## src/rtl/selreg_pkg.sv

```systemverilog
package selreg_pkg;

  localparam logic [6:0] DEV_ADDR  = 7'b0101100;
  localparam int         CTRL_ADDR = 1;
  localparam logic [7:0] ID_VALUE  = 8'h26;
  localparam logic [7:0] REV_VALUE = 8'h01;

  typedef enum logic [2:0] {
    ST_IDLE, ST_RX, ST_ACK, ST_TX, ST_TXACK, ST_WAIT
  } eng_state_e;

  typedef enum logic [1:0] {
    K_ADDR, K_PTR, K_DATA
  } rx_kind_e;

  function automatic bit reg_is_rw(input int a);
    return (a == CTRL_ADDR);
  endfunction

  function automatic logic [7:0] reg_reset(input int a);
    return (a == CTRL_ADDR) ? 8'hC0 : 8'h00;
  endfunction

  function automatic logic [7:0] reg_const(input int a);
    case (a)
      0:       return ID_VALUE;
      2:       return REV_VALUE;
      default: return 8'h00;
    endcase
  endfunction

endpackage

```

## src/rtl/i2c_pin_sampler.sv

```systemverilog
module i2c_pin_sampler (
  input  logic clk,
  input  logic rst_n,
  input  logic scl_in,
  input  logic sda_in,
  output logic scl_lvl,
  output logic sda_lvl,
  output logic scl_rise,
  output logic scl_fall,
  output logic start_det,
  output logic stop_det
);

  logic scl_m, sda_m, scl_d, sda_d;

  always_ff @(posedge clk or negedge rst_n) begin
    if (!rst_n) begin
      scl_m   <= 1'b1;
      sda_m   <= 1'b1;
      scl_lvl <= 1'b1;
      sda_lvl <= 1'b1;
      scl_d   <= 1'b1;
      sda_d   <= 1'b1;
    end else begin
      scl_m   <= scl_in;
      sda_m   <= sda_in;
      scl_lvl <= scl_m;
      sda_lvl <= sda_m;
      scl_d   <= scl_lvl;
      sda_d   <= sda_lvl;
    end
  end

  assign scl_rise  = scl_lvl & ~scl_d;
  assign scl_fall  = ~scl_lvl & scl_d;
  assign start_det = scl_lvl & scl_d & sda_d & ~sda_lvl;
  assign stop_det  = scl_lvl & scl_d & ~sda_d & sda_lvl;

endmodule

```

## src/rtl/i2c_byte_engine.sv

```systemverilog
module i2c_byte_engine #(
  parameter int PTR_W = 3
) (
  input  logic             clk,
  input  logic             rst_n,
  input  logic             scl_lvl,
  input  logic             sda_lvl,
  input  logic             scl_rise,
  input  logic             scl_fall,
  input  logic             start_det,
  input  logic             stop_det,
  input  logic [7:0]       rd_data,
  output logic [PTR_W-1:0] ptr,
  output logic             wr_en,
  output logic [7:0]       wr_data,
  output logic             sda_pull
);
  import selreg_pkg::*;

  eng_state_e       state, state_n;
  rx_kind_e         kind, kind_n;
  logic [3:0]       cnt, cnt_n;
  logic [7:0]       rx_sh, rx_sh_n;
  logic [7:0]       tx_sh, tx_sh_n;
  logic [PTR_W-1:0] ptr_n;
  logic             rw, rw_n;
  logic             ack_ok, ack_ok_n;

  always_comb begin
    state_n  = state;
    kind_n   = kind;
    cnt_n    = cnt;
    rx_sh_n  = rx_sh;
    tx_sh_n  = tx_sh;
    ptr_n    = ptr;
    rw_n     = rw;
    ack_ok_n = ack_ok;
    wr_en    = 1'b0;
    if (stop_det) begin
      state_n = ST_IDLE;
    end else if (start_det) begin
      state_n = ST_RX;
      kind_n  = K_ADDR;
      cnt_n   = 4'd0;
    end else begin
      case (state)
        ST_RX: begin
          if (scl_rise && cnt != 4'd8) begin
            rx_sh_n = {rx_sh[6:0], sda_lvl};
            cnt_n   = cnt + 4'd1;
          end
          if (scl_fall && cnt == 4'd8) begin
            cnt_n = 4'd0;
            case (kind)
              K_ADDR: begin
                if (rx_sh[7:1] == DEV_ADDR) begin
                  state_n = ST_ACK;
                  rw_n    = rx_sh[0];
                end else begin
                  state_n = ST_WAIT;
                end
              end
              K_PTR: begin
                ptr_n   = rx_sh[PTR_W-1:0];
                state_n = ST_ACK;
              end
              default: begin
                wr_en   = 1'b1;
                ptr_n   = ptr + 1'b1;
                state_n = ST_ACK;
              end
            endcase
          end
        end
        ST_ACK: begin
          if (scl_fall) begin
            cnt_n = 4'd0;
            if (kind == K_ADDR && rw) begin
              state_n = ST_TX;
              tx_sh_n = rd_data;
            end else begin
              state_n = ST_RX;
              kind_n  = (kind == K_ADDR) ? K_PTR : K_DATA;
            end
          end
        end
        ST_TX: begin
          if (scl_fall) begin
            if (cnt == 4'd7) begin
              state_n = ST_TXACK;
              ptr_n   = ptr + 1'b1;
              cnt_n   = 4'd0;
            end else begin
              cnt_n   = cnt + 4'd1;
              tx_sh_n = {tx_sh[6:0], 1'b0};
            end
          end
        end
        ST_TXACK: begin
          if (scl_rise) ack_ok_n = ~sda_lvl;
          if (scl_fall) begin
            if (ack_ok) begin
              state_n = ST_TX;
              tx_sh_n = rd_data;
            end else begin
              state_n = ST_WAIT;
            end
          end
        end
        default: ;
      endcase
    end
  end

  always_ff @(posedge clk or negedge rst_n) begin
    if (!rst_n) begin
      state  <= ST_IDLE;
      kind   <= K_ADDR;
      cnt    <= 4'd0;
      rx_sh  <= 8'h00;
      tx_sh  <= 8'hFF;
      ptr    <= '0;
      rw     <= 1'b0;
      ack_ok <= 1'b0;
    end else begin
      state  <= state_n;
      kind   <= kind_n;
      cnt    <= cnt_n;
      rx_sh  <= rx_sh_n;
      tx_sh  <= tx_sh_n;
      ptr    <= ptr_n;
      rw     <= rw_n;
      ack_ok <= ack_ok_n;
    end
  end

  assign wr_data  = rx_sh;
  assign sda_pull = (state == ST_ACK) || (state == ST_TX && !tx_sh[7]);

  // slave-driven SDA never moves while SCL is held high
  p_sda_quiet_high_r9: assert property (@(posedge clk) disable iff (!rst_n)
    (scl_lvl && $past(scl_lvl) && !$past(start_det) && !$past(stop_det))
      |-> $stable(sda_pull));

  // a stop always lands in idle with SDA released
  p_stop_to_idle_r8: assert property (@(posedge clk) disable iff (!rst_n)
    stop_det |=> (state == ST_IDLE) && !sda_pull);

  // every accepted data byte advances the pointer by one
  p_ptr_step_r4: assert property (@(posedge clk) disable iff (!rst_n)
    wr_en |=> ptr == PTR_W'($past(ptr) + 1'b1));

  // an acknowledge only follows a complete eighth bit
  p_ack_after_byte_r2: assert property (@(posedge clk) disable iff (!rst_n)
    (state == ST_RX && state_n == ST_ACK) |-> cnt == 4'd8);

endmodule

```

## src/rtl/selreg_regs.sv

```systemverilog
module selreg_regs #(
  parameter int NUM_REGS = 8,
  parameter int PTR_W    = $clog2(NUM_REGS)
) (
  input  logic             clk,
  input  logic             rst_n,
  input  logic             wr_en,
  input  logic [PTR_W-1:0] wr_addr,
  input  logic [7:0]       wr_data,
  input  logic [PTR_W-1:0] rd_addr,
  output logic [7:0]       rd_data,
  output logic [7:0]       ctrl
);
  import selreg_pkg::*;

  logic [NUM_REGS-1:0][7:0] regs;

  for (genvar g = 0; g < NUM_REGS; g++) begin : g_reg
    if (reg_is_rw(g)) begin : g_rw
      logic [7:0] q;
      logic       hit;
      assign hit = wr_en && (wr_addr == PTR_W'(g));
      always_ff @(posedge clk or negedge rst_n) begin
        if (!rst_n)   q <= reg_reset(g);
        else if (hit) q <= wr_data;
      end
      assign regs[g] = q;
    end else begin : g_ro
      assign regs[g] = reg_const(g);
    end
  end

  assign rd_data = regs[rd_addr];
  assign ctrl    = regs[CTRL_ADDR];

  // the control register holds unless a write strobe arrives
  p_ctrl_hold_r3: assert property (@(posedge clk) disable iff (!rst_n)
    !wr_en |=> $stable(ctrl));

endmodule

```

## src/rtl/selreg_i2c_port.sv

```systemverilog
module selreg_i2c_port #(
  parameter int NUM_REGS = 8
) (
  input  logic       clk,
  input  logic       rst_n,
  input  logic       scl_in,
  input  logic       sda_in,
  output logic       sda_pull,
  output logic [1:0] port_sel,
  output logic [1:0] edge_rate
);
  localparam int PTR_W = $clog2(NUM_REGS);

  logic rst_meta, rst_sync;
  always_ff @(posedge clk or negedge rst_n) begin
    if (!rst_n) begin
      rst_meta <= 1'b0;
      rst_sync <= 1'b0;
    end else begin
      rst_meta <= 1'b1;
      rst_sync <= rst_meta;
    end
  end

  logic scl_lvl, sda_lvl, scl_rise, scl_fall, start_det, stop_det;
  logic [PTR_W-1:0] ptr;
  logic             wr_en;
  logic [7:0]       wr_data, rd_data, ctrl;

  i2c_pin_sampler u_smp (
    .clk(clk), .rst_n(rst_sync), .scl_in(scl_in), .sda_in(sda_in),
    .scl_lvl(scl_lvl), .sda_lvl(sda_lvl), .scl_rise(scl_rise),
    .scl_fall(scl_fall), .start_det(start_det), .stop_det(stop_det)
  );

  i2c_byte_engine #(.PTR_W(PTR_W)) u_eng (
    .clk(clk), .rst_n(rst_sync), .scl_lvl(scl_lvl), .sda_lvl(sda_lvl),
    .scl_rise(scl_rise), .scl_fall(scl_fall), .start_det(start_det),
    .stop_det(stop_det), .rd_data(rd_data), .ptr(ptr), .wr_en(wr_en),
    .wr_data(wr_data), .sda_pull(sda_pull)
  );

  selreg_regs #(.NUM_REGS(NUM_REGS), .PTR_W(PTR_W)) u_regs (
    .clk(clk), .rst_n(rst_sync), .wr_en(wr_en), .wr_addr(ptr),
    .wr_data(wr_data), .rd_addr(ptr), .rd_data(rd_data), .ctrl(ctrl)
  );

  assign port_sel  = ctrl[7:6];
  assign edge_rate = ctrl[5:4];

  // freshly reset outputs hold the default selection
  p_reset_state_r1: assert property (@(posedge clk)
    (rst_sync && !$past(rst_sync)) |-> (port_sel == 2'b11 && edge_rate == 2'b00 && !sda_pull));

endmodule

```

## config.mk

```make
export PLATFORM = sky130hd
export DESIGN_NAME = selreg_i2c_port
export DESIGN_NICKNAME = d
export VERILOG_FILES = /design/src/rtl/selreg_pkg.sv /design/src/rtl/i2c_pin_sampler.sv /design/src/rtl/i2c_byte_engine.sv /design/src/rtl/selreg_regs.sv /design/src/rtl/selreg_i2c_port.sv
export SDC_FILE = /design/constraint.sdc
export NUM_CORES = 1
export LEC_CHECK = 0
export ABC_AREA = 1
export BUFFER_PORTS_ARGS = -buffer_cell sky130_fd_sc_hd__buf_4
export CAP_MARGIN = 20
export CORE_ASPECT_RATIO = 0.9
export CORE_MARGIN = 4
export CORE_UTILIZATION = 60
export CTS_CLUSTER_DIAMETER = 40
export DETAILED_ROUTE_END_ITERATION = 8
export PLACE_DENSITY = 0.89
export SYNTH_ARGS = -nofsm -noshare
export SYNTH_HDL_FRONTEND = slang
export SYNTH_HIERARCHICAL = 1
export SYNTH_SLANG_ARGS = --single-unit
export TNS_END_PERCENT = 1
```

## constraint.sdc

```tcl
create_clock -name clk -period 1.9 [get_ports clk]
set_input_delay 0.19 -clock clk [delete_from_list [all_inputs] [get_ports clk]]
set_output_delay 0.19 -clock clk [all_outputs]
set_load 0.1 [all_outputs]
```

Word-level counts from Yosys, hierarchy flattened. Cells that the tools add are included.

Register bits after elaboration: 46. Input bits: 4. Word-level logic and storage cells: 127. Output and inout bits: 5.

Magnitude comparators: 1. Add/sub/neg operators: 2. Reductions and logical operators: 23. Mux-type cells: 43. Bitwise gates (word level): 13. Equality and inequality tests: 28.

Operators by type and width (count): $mux W8 (7); $mux W3 (13); $bmux W8 S3 (1); $mux W4 (6); $pmux W8 S3 (1); $ne A4 B3 Y1 const B (5); $ne A2 B1 Y1 const B (7); $mux W2 (6); $pmux W3 S2 (2); $pmux W3 S4 (1); $pmux W4 S3 (1); $reduce_and A4 Y1 (3); $reduce_and A6 Y1 (2); $reduce_and A9 Y1 (1); $and A1 B1 Y1 (7); $eq A7 B6 Y1 const B (1); $reduce_and A7 Y1 (1); $eq A3 B1 Y1 const B (2); $eq A3 B2 Y1 const B (2); $ne A2 B2 Y1 const B (3); $ne A3 B2 Y1 const B (2); $not A1 Y1 (6); $reduce_bool A2 Y1 (3); $reduce_bool A6 Y1 (1); 18 further kinds (26).

Logic depth before layout (Yosys ltp). Gate-level depths: netlist of the first run.

Depth in word-level cells: 8. Mapped depth: 11. Gate-level depth less buffers: 11.

Hierarchy. The synthesis of the first run kept the hierarchy.

Modules (own cells, without submodules): i2c_byte_engine (cells each 244, times used 1, area each 1752.9 sq um, seq. area each 760.7 sq um); selreg_regs (cells each 56, times used 1, area each 427.9 sq um, seq. area each 202.7 sq um); i2c_pin_sampler (cells each 17, times used 1, area each 198.9 sq um, seq. area each 157.7 sq um); selreg_i2c_port (cells each 3, times used 1, area each 53.8 sq um, seq. area each 50.0 sq um).

Worst setup path after synthesis of the first run. OpenSTA, ideal clock, no wires.

Path type: register to output. Start: reg u_eng.state[2]. End: out sda_pull. Required time: 1.710 ns. Cell stages (with the launch flop): 4. Path buffers: 0. Setup slack: -0.401 ns. Arrival time: 2.111 ns. Cell sequence: dfrtp_1 -> nor2_4 -> inv_2 -> a21oi_1.

Longest elaborated chain between the ends: 3. Elaborated cells on any way between the ends: 4. Classes of those cells: 2 x eq/ne; 2 x reduce/logical.

RTL lines: start: declaration (line i2c_byte_engine.sv:20) `eng_state_e state, state_n;`; start signal: assignment (line i2c_byte_engine.sv:126) `state <= state_n;`; $eq A3 B2 Y1 (line i2c_byte_engine.sv:138) `assign sda_pull = (state == ST_ACK) || (state == ST_TX && !tx_sh[7]);`; $logic_and A1 B1 Y1 (line i2c_byte_engine.sv:138); $logic_or A1 B1 Y1 (*) (line i2c_byte_engine.sv:138); end: declaration (line selreg_i2c_port.sv:8) `output logic sda_pull,`.

Every way passes the cells marked *; elsewhere a longest branch is shown, timed or not.

Worst setup path after layout of the first run.
Start: reg u_smp.scl_lvl. End: reg u_eng.tx_sh[0].

Longest elaborated chain between the ends: 5. Elaborated cells on any way between the ends: 13. Classes of those cells: 3 x eq/ne; 9 x bitwise; 1 x reduce/logical.

RTL lines: start: declaration (line i2c_pin_sampler.sv:6) `output logic scl_lvl,`; start signal: assignment (line i2c_pin_sampler.sv:27) `scl_lvl <= scl_m;`; $and A1 B1 Y1 (3 in series) (line i2c_pin_sampler.sv:36) `assign start_det = scl_lvl & scl_d & sda_d & ~sda_lvl;`; named net start_det (line selreg_i2c_port.sv:25) `logic scl_lvl, sda_lvl, scl_rise, scl_fall, start_det, stop_det;`; $not A1 Y1 (no source line); $reduce_and A9 Y1 (no source line); end signal: assignment (line i2c_byte_engine.sv:130) `tx_sh <= tx_sh_n;`; end: declaration (line i2c_byte_engine.sv:24) `logic [7:0] tx_sh, tx_sh_n;`.

The timed path passes the listed nets, and every way through them passes these cells. A chain may end at the register's enable or synchronous reset.

==> flow_summary.json, run 1 <==
{
  "run_status": "finished clean",
  "grt_max_degree": 27,
  "cts_made_buffers": 5,
  "worst_ir_drop_vdd_uv": 930,
  "placementRows": 21,
  "synth.ff_latch_count": 46,
  "syn_area_per_cell_um2": 7.60,
  "fin_area_um2": 2750,
  "grt_pass1_vias": 1892,
  "async_reset_ff_frac": 1.00,
  "final_hold_viol_count": 0,
  "layout.filler_cells": 285,
  "critical_path_depth": 10,
  "firstDrtPassIters": 5,
  "dieHeight_um": 68.4,
  "final_util": 0.721,
  "setup-violations-final": 0,
  "initial_utilization": 0.639,
  "share_of_post_route_cells_with_drive_strength_above_1": 0.199,
  "final_min_period_over_clock_period": 0.940,
  "clk_transition_reported_paths_ps": 80,
  "portbufs": 8,
  "start_kind": "register",
  "mappedNetlistNets": 327,
  "cts.path.max_buffers": 2,
  "tightestPinTransition_ps": 547,
  "final_cell_mix": "nand2_1, inv_1, nand3_1",
  "die_area_um2": 5140,
  "fin_nets": 352,
  "max_freq_mhz": 560,
  "postSynthCellCount": 320,
  "relSlewSlack": 0.635,
  "crit_path_top_delay_cell": "dfstp_2",
  "total_neg_setup_slack_ps": 0,
  "count_of_flip_flops_with_a_built_in_enable_after_synthesis": 0,
  "ff2ff_setup_slack_ps": 110,
  "slew_viol_final": 0,
  "htreeDepth": 2,
  "clock_skew_ps": 8.88,
  "first_pass_grt_wire_length_mm": 8.53,
  "grt_usage": 0.215,
  "min-delay-path-class": "input port to async pin",
  "tritoncts": "done",
  "worstPathArrival_ps": 2010,
  "hold_slack_ps": 216,
  "path_class": "register to register",
  "routed-via-count": 2075,
  "area_growth_pct": 12.9,
  "die_width_um": 75.1,
  "critical_path_data_required_time_ps": 2130,
  "vias_per_cell": 5.29,
  "floorplan.core_area_um2": 3810,
  "power-per-cell-area_nw_per_um2": 1320,
  "critical_path.endpoint_type": "register",
  "rsz0062_at_grt": "yes",
  "mappedNetlistArea_um2": 2430,
  "route.detailed.wl_per_inst_um": 12.3,
  "clockRootBuffer": "clkbuf_8",
  "route.antenna.remaining_nets": 0,
  "yosys_most_used_dff": "dfrtp_1",
  "worstPathMaxFanout": 9,
  "first_iter_violations": 204,
  "path_cells": "nand2_1 -> nor2_1 -> nor2_2 -> buf_4 -> buf_4 -> nand2_1 -> nor2_4 -> nand2_4 -> nand2_1 -> o21ai_1",
  "yosysWarningCount": 6,
  "critical_path.most_common_cell": "nand2_1",
  "layout_min_cycle_time_ps": 1790,
  "power.static_leakage_nw": 1.42,
  "critPathMaxStageDelay_ps": 560,
  "detailed_place.area_um2": 2590,
  "commonest_non_fill_non_tap_cell_in_the_layout": "nand2_1",
  "io_pins": 9,
  "clk-insertion-delay-late_ps": 300,
  "worst_path_dominant_cell_family": "simple AND/OR/NAND/NOR gates",
  "gp_congestion": 0.896,
  "max_cap_viol_count": 0,
  "cts_sinks": 46,
  "post_synth_num_cell_types": 28,
  "remaining_drc_errors": 0,
  "antenna_found_initial": 0,
  "routed_wirelength_mm": 4.82,
  "dpl.hpwl_mm": 3.63,
  "rr_worst_depth": 10,
  "grt_overflow_total": 0,
  "num_antenna_cells": 0,
  "path_buf_inv": 2,
  "synth-seq-area-share": 0.481
}
-- layer usage --
| layer | GRT usage | wire length (µm) | share of wire | vias up |
|---|---|---|---|---|
| met1 | 0.319 | 2390 | 0.50 | 970 |
| met3 | 0.0352 | 197 | 0.041 | 4 |
| met2 | 0.325 | 2190 | 0.45 | 50 |
| met4 | 0.0590 | 41 | 0.0085 | 0 |
| met5 | 0 | 0 | 0 | - |
| li1 | - | - | - | 1051 |
-- final timing paths --
check / start / to
max: u_smp/scl_lvl / u_eng/tx_sh[0]
min: rst_n / rst_meta
max reg2reg: u_smp/scl_lvl / u_eng/tx_sh[0]
min reg2reg: rst_sync / u_eng/cnt[3]
max in group asynchronous: rst_sync / u_eng/tx_sh[5]
min in group clk: u_smp/scl_m / u_smp/scl_lvl
-- state kept, by name, indices dropped and copies added, names as in the netlist, 2 cells and up --
name	cells
u_eng/cnt	4
u_eng/kind	2
u_eng/ptr	3
u_eng/state	3
u_eng/tx_sh	8
u_eng/wr_data	8
u_regs/ctrl	8
-- report_power, final --
group | switching (mW) | internal (mW) | leakage [nW]
logic | 0.950 | 0.507 | 0.823
clock network | 0.320 | 0.292 | 0.0472
registers | 0.310 | 1.25 | 0.550
total | 1.58 | 2.05 | 1.42
-- logic make-up (layout without fill, tap and decap cells) --
kind of cell | count (synthesis) | in the layout | synth area share
AOI/OAI and AO/OA | 32 | 32 | 0.0694
xor gates and xnor gates | 3 | 3 | 0.0108
adders and majority gates | 3 | 3 | 0.0154
buffers and inverters | 44 | 70 | 0.0725
DFF | 46 | 46 | 0.481
other | 1 | 1 | 0.00154
and+or+nand+nor | 191 | 191 | 0.349
-- area by class of cell --
type / instances / area [µm²] / share of cell area
sequential: 46 / 1170 / 0.427
clock inverter: 2 / 12.5 / 0.00456
timing repair buffer: 19 / 150 / 0.0547
tap: 46 / 57.6 / 0.0210
timing repair inverter: 1 / 7.51 / 0.00273
multi-input combinational: 230 / 1100 / 0.402
clock buffer: 6 / 82.6 / 0.0301
inverter: 42 / 160 / 0.0583
-- through the flow --
step,power [mW],setup WS [ps],instances
floorplan,2.65,143,320
global placement,2.91,205,379
detailed placement,2.99,149,379
CTS,3.61,141,390
global route,3.94,-5.94,392
finish,3.63,113,392
-- synth_stat cells (all sizes together) (2+ instances only) --
library cell / instances / area share
xor2: 2 / 0.0072
a21oi: 13 / 0.027
nand4: 5 / 0.015
buf: 2 / 0.0067
ha: 3 / 0.015
nand3: 30 / 0.062
inv: 42 / 0.066
nor2: 35 / 0.076
dfrtp: 30 / 0.31
o21ai: 17 / 0.037
dfstp: 16 / 0.17
nand2: 120 / 0.19
-- what timing repair did --
action                     CTS  global route
gates resized for setup      0             3
buffers inserted             0             1
hold buffers                 3             0
hold endpoints to repair     4             0
setup endpoints to repair    0             8
(Power assumes the default switching activity.)
==> inputs of run 2 (changes only) <==
RECOVER_POWER = 50   (was default)
==> run 2 against run 1 <==
Clock skew fell by 2.1 ps. Largest power group unchanged. Critical endpoint unchanged. Critical path type unchanged. Non-clock buffer count did not move. Setup slack lost 8.0 ps. Combinational power hardly changed. Via count fell by 0.67%.
==> flow_summary.json, run 2 (synthesis gave the netlist of run 1 again) <==
{
  "grt_usage": 0.215,
  "path_class": "register to register",
  "final_cell_mix": "nand2_1, inv_1, dfrtp_1, nand3_1, nor2_1",
  "power-per-cell-area_nw_per_um2": 1330,
  "tightestPinTransition_ps": 991,
  "share_of_post_route_cells_with_drive_strength_above_1": 0.188,
  "area_growth_pct": 12.3,
  "routed_wirelength_mm": 4.82,
  "cts_made_buffers": 5,
  "max_cap_viol_count": 0,
  "worstPathMaxFanout": 9,
  "clock_skew_ps": 6.83,
  "critical_path_data_required_time_ps": 2130,
  "clk_transition_reported_paths_ps": 80,
  "firstDrtPassIters": 5,
  "num_antenna_cells": 0,
  "relSlewSlack": 0.339,
  "route.detailed.wl_per_inst_um": 12.3,
  "dpl.hpwl_mm": 3.63,
  "routed-via-count": 2061,
  "clockRootBuffer": "clkbuf_8",
  "fin_area_um2": 2730,
  "die_area_um2": 5140,
  "layout_min_cycle_time_ps": 1790,
  "initial_utilization": 0.639,
  "worst_ir_drop_vdd_uv": 932,
  "critical_path.endpoint_type": "register",
  "first_iter_violations": 240,
  "dieHeight_um": 68.4,
  "cts.path.max_buffers": 2,
  "setup-violations-final": 0,
  "detailed_place.area_um2": 2590,
  "rsz0062_at_grt": "yes",
  "grt_overflow_total": 0,
  "placementRows": 21,
  "cts_sinks": 46,
  "io_pins": 9,
  "power.total_mw": 3.63,
  "floorplan.core_area_um2": 3810,
  "gp_congestion": 0.896,
  "route.antenna.remaining_nets": 0,
  "portbufs": 8,
  "vias_per_cell": 5.26,
  "run_status": "finished clean",
  "htreeDepth": 2,
  "worstPathArrival_ps": 2020,
  "slew_viol_final": 0,
  "grt_pass1_vias": 1892,
  "antenna_found_initial": 0,
  "remaining_drc_errors": 0,
  "power.static_leakage_nw": 1.41,
  "max_freq_mhz": 557,
  "commonest_non_fill_non_tap_cell_in_the_layout": "nand2_1",
  "start_kind": "register",
  "grt_max_degree": 27,
  "die_width_um": 75.1,
  "fin_nets": 352,
  "first_pass_grt_wire_length_mm": 8.53,
  "final_hold_viol_count": 0,
  "clk-insertion-delay-late_ps": 300,
  "final_min_period_over_clock_period": 0.945,
  "min-delay-path-class": "input port to async pin",
  "tritoncts": "done"
}
## run 2: final cells by class
type	count	area, µm²
well taps	46	57.6
repair inverters	1	7.51
repair buffers	19	139
fillers	289	1080
multi-input cells	230	1100
inverters	42	160
flip-flops and latches	46	1170
clock inverters	2	12.5
clock buffers	6	82.6
## run 2: report_power, final
group          switching (mW)  total, mW  internal, mW
clock                   0.322      0.614         0.292
combinational           0.948       1.45         0.504
sequential              0.310       1.56          1.25
## run 2: critical path: stages, from the launching register on
cell     delay, ps
dfstp_2        560
nand2_1         70
nor2_1         280
nor2_2          90
buf_4          140
buf_4          140
nand2_1        110
nor2_4          80
nand2_4        110
nand2_1         80
o21ai_1         80
## run 2: worst paths after layout
path	from	to	slack, ps	depth (start not counted)
setup reg to reg	u_smp/scl_lvl	u_eng/tx_sh[0]	110	10
hold reg to reg	u_smp/scl_m	u_smp/scl_lvl	360	0
min in group clk	u_smp/scl_m	u_smp/scl_lvl	360	0
setup / recovery	u_smp/scl_lvl	u_eng/tx_sh[0]	110	10
hold / removal	rst_n	rst_meta	210	2
max in group asynchronous	rst_sync	u_eng/tx_sh[5]	510	1
## run 2: layer usage
layer | part of all wire | GRT usage
met1 | 0.50 | 0.319
met2 | 0.45 | 0.325
met3 | 0.042 | 0.0352
met4 | 0.011 | 0.0590
met5 | 0 | 0
## run 2: what timing repair did
item | in CTS | in global routing
setup buffers | 0 | 1
endpoints found under the setup margin | 0 | 8
hold endpoints to repair | 4 | 0
hold buffers | 3 | 0
resized for setup | 0 | 3
## run 2: stage by stage
step / setup WS, ps / TNS, ps / hold slack [ps] / utilization / cells
2_1_floorplan: 143 / 0 / -106 / - / 320
3_3_place_gp: 205 / 0 / -27.7 / 0.680 / 379
3_5_place_dp: 149 / 0 / -26.7 / 0.680 / 379
4_1_cts: 141 / 0 / 196 / 0.713 / 390
5_1_grt: -5.94 / -5.94 / 236 / 0.718 / 392
6_report: 105 / 0 / 212 / 0.718 / 392
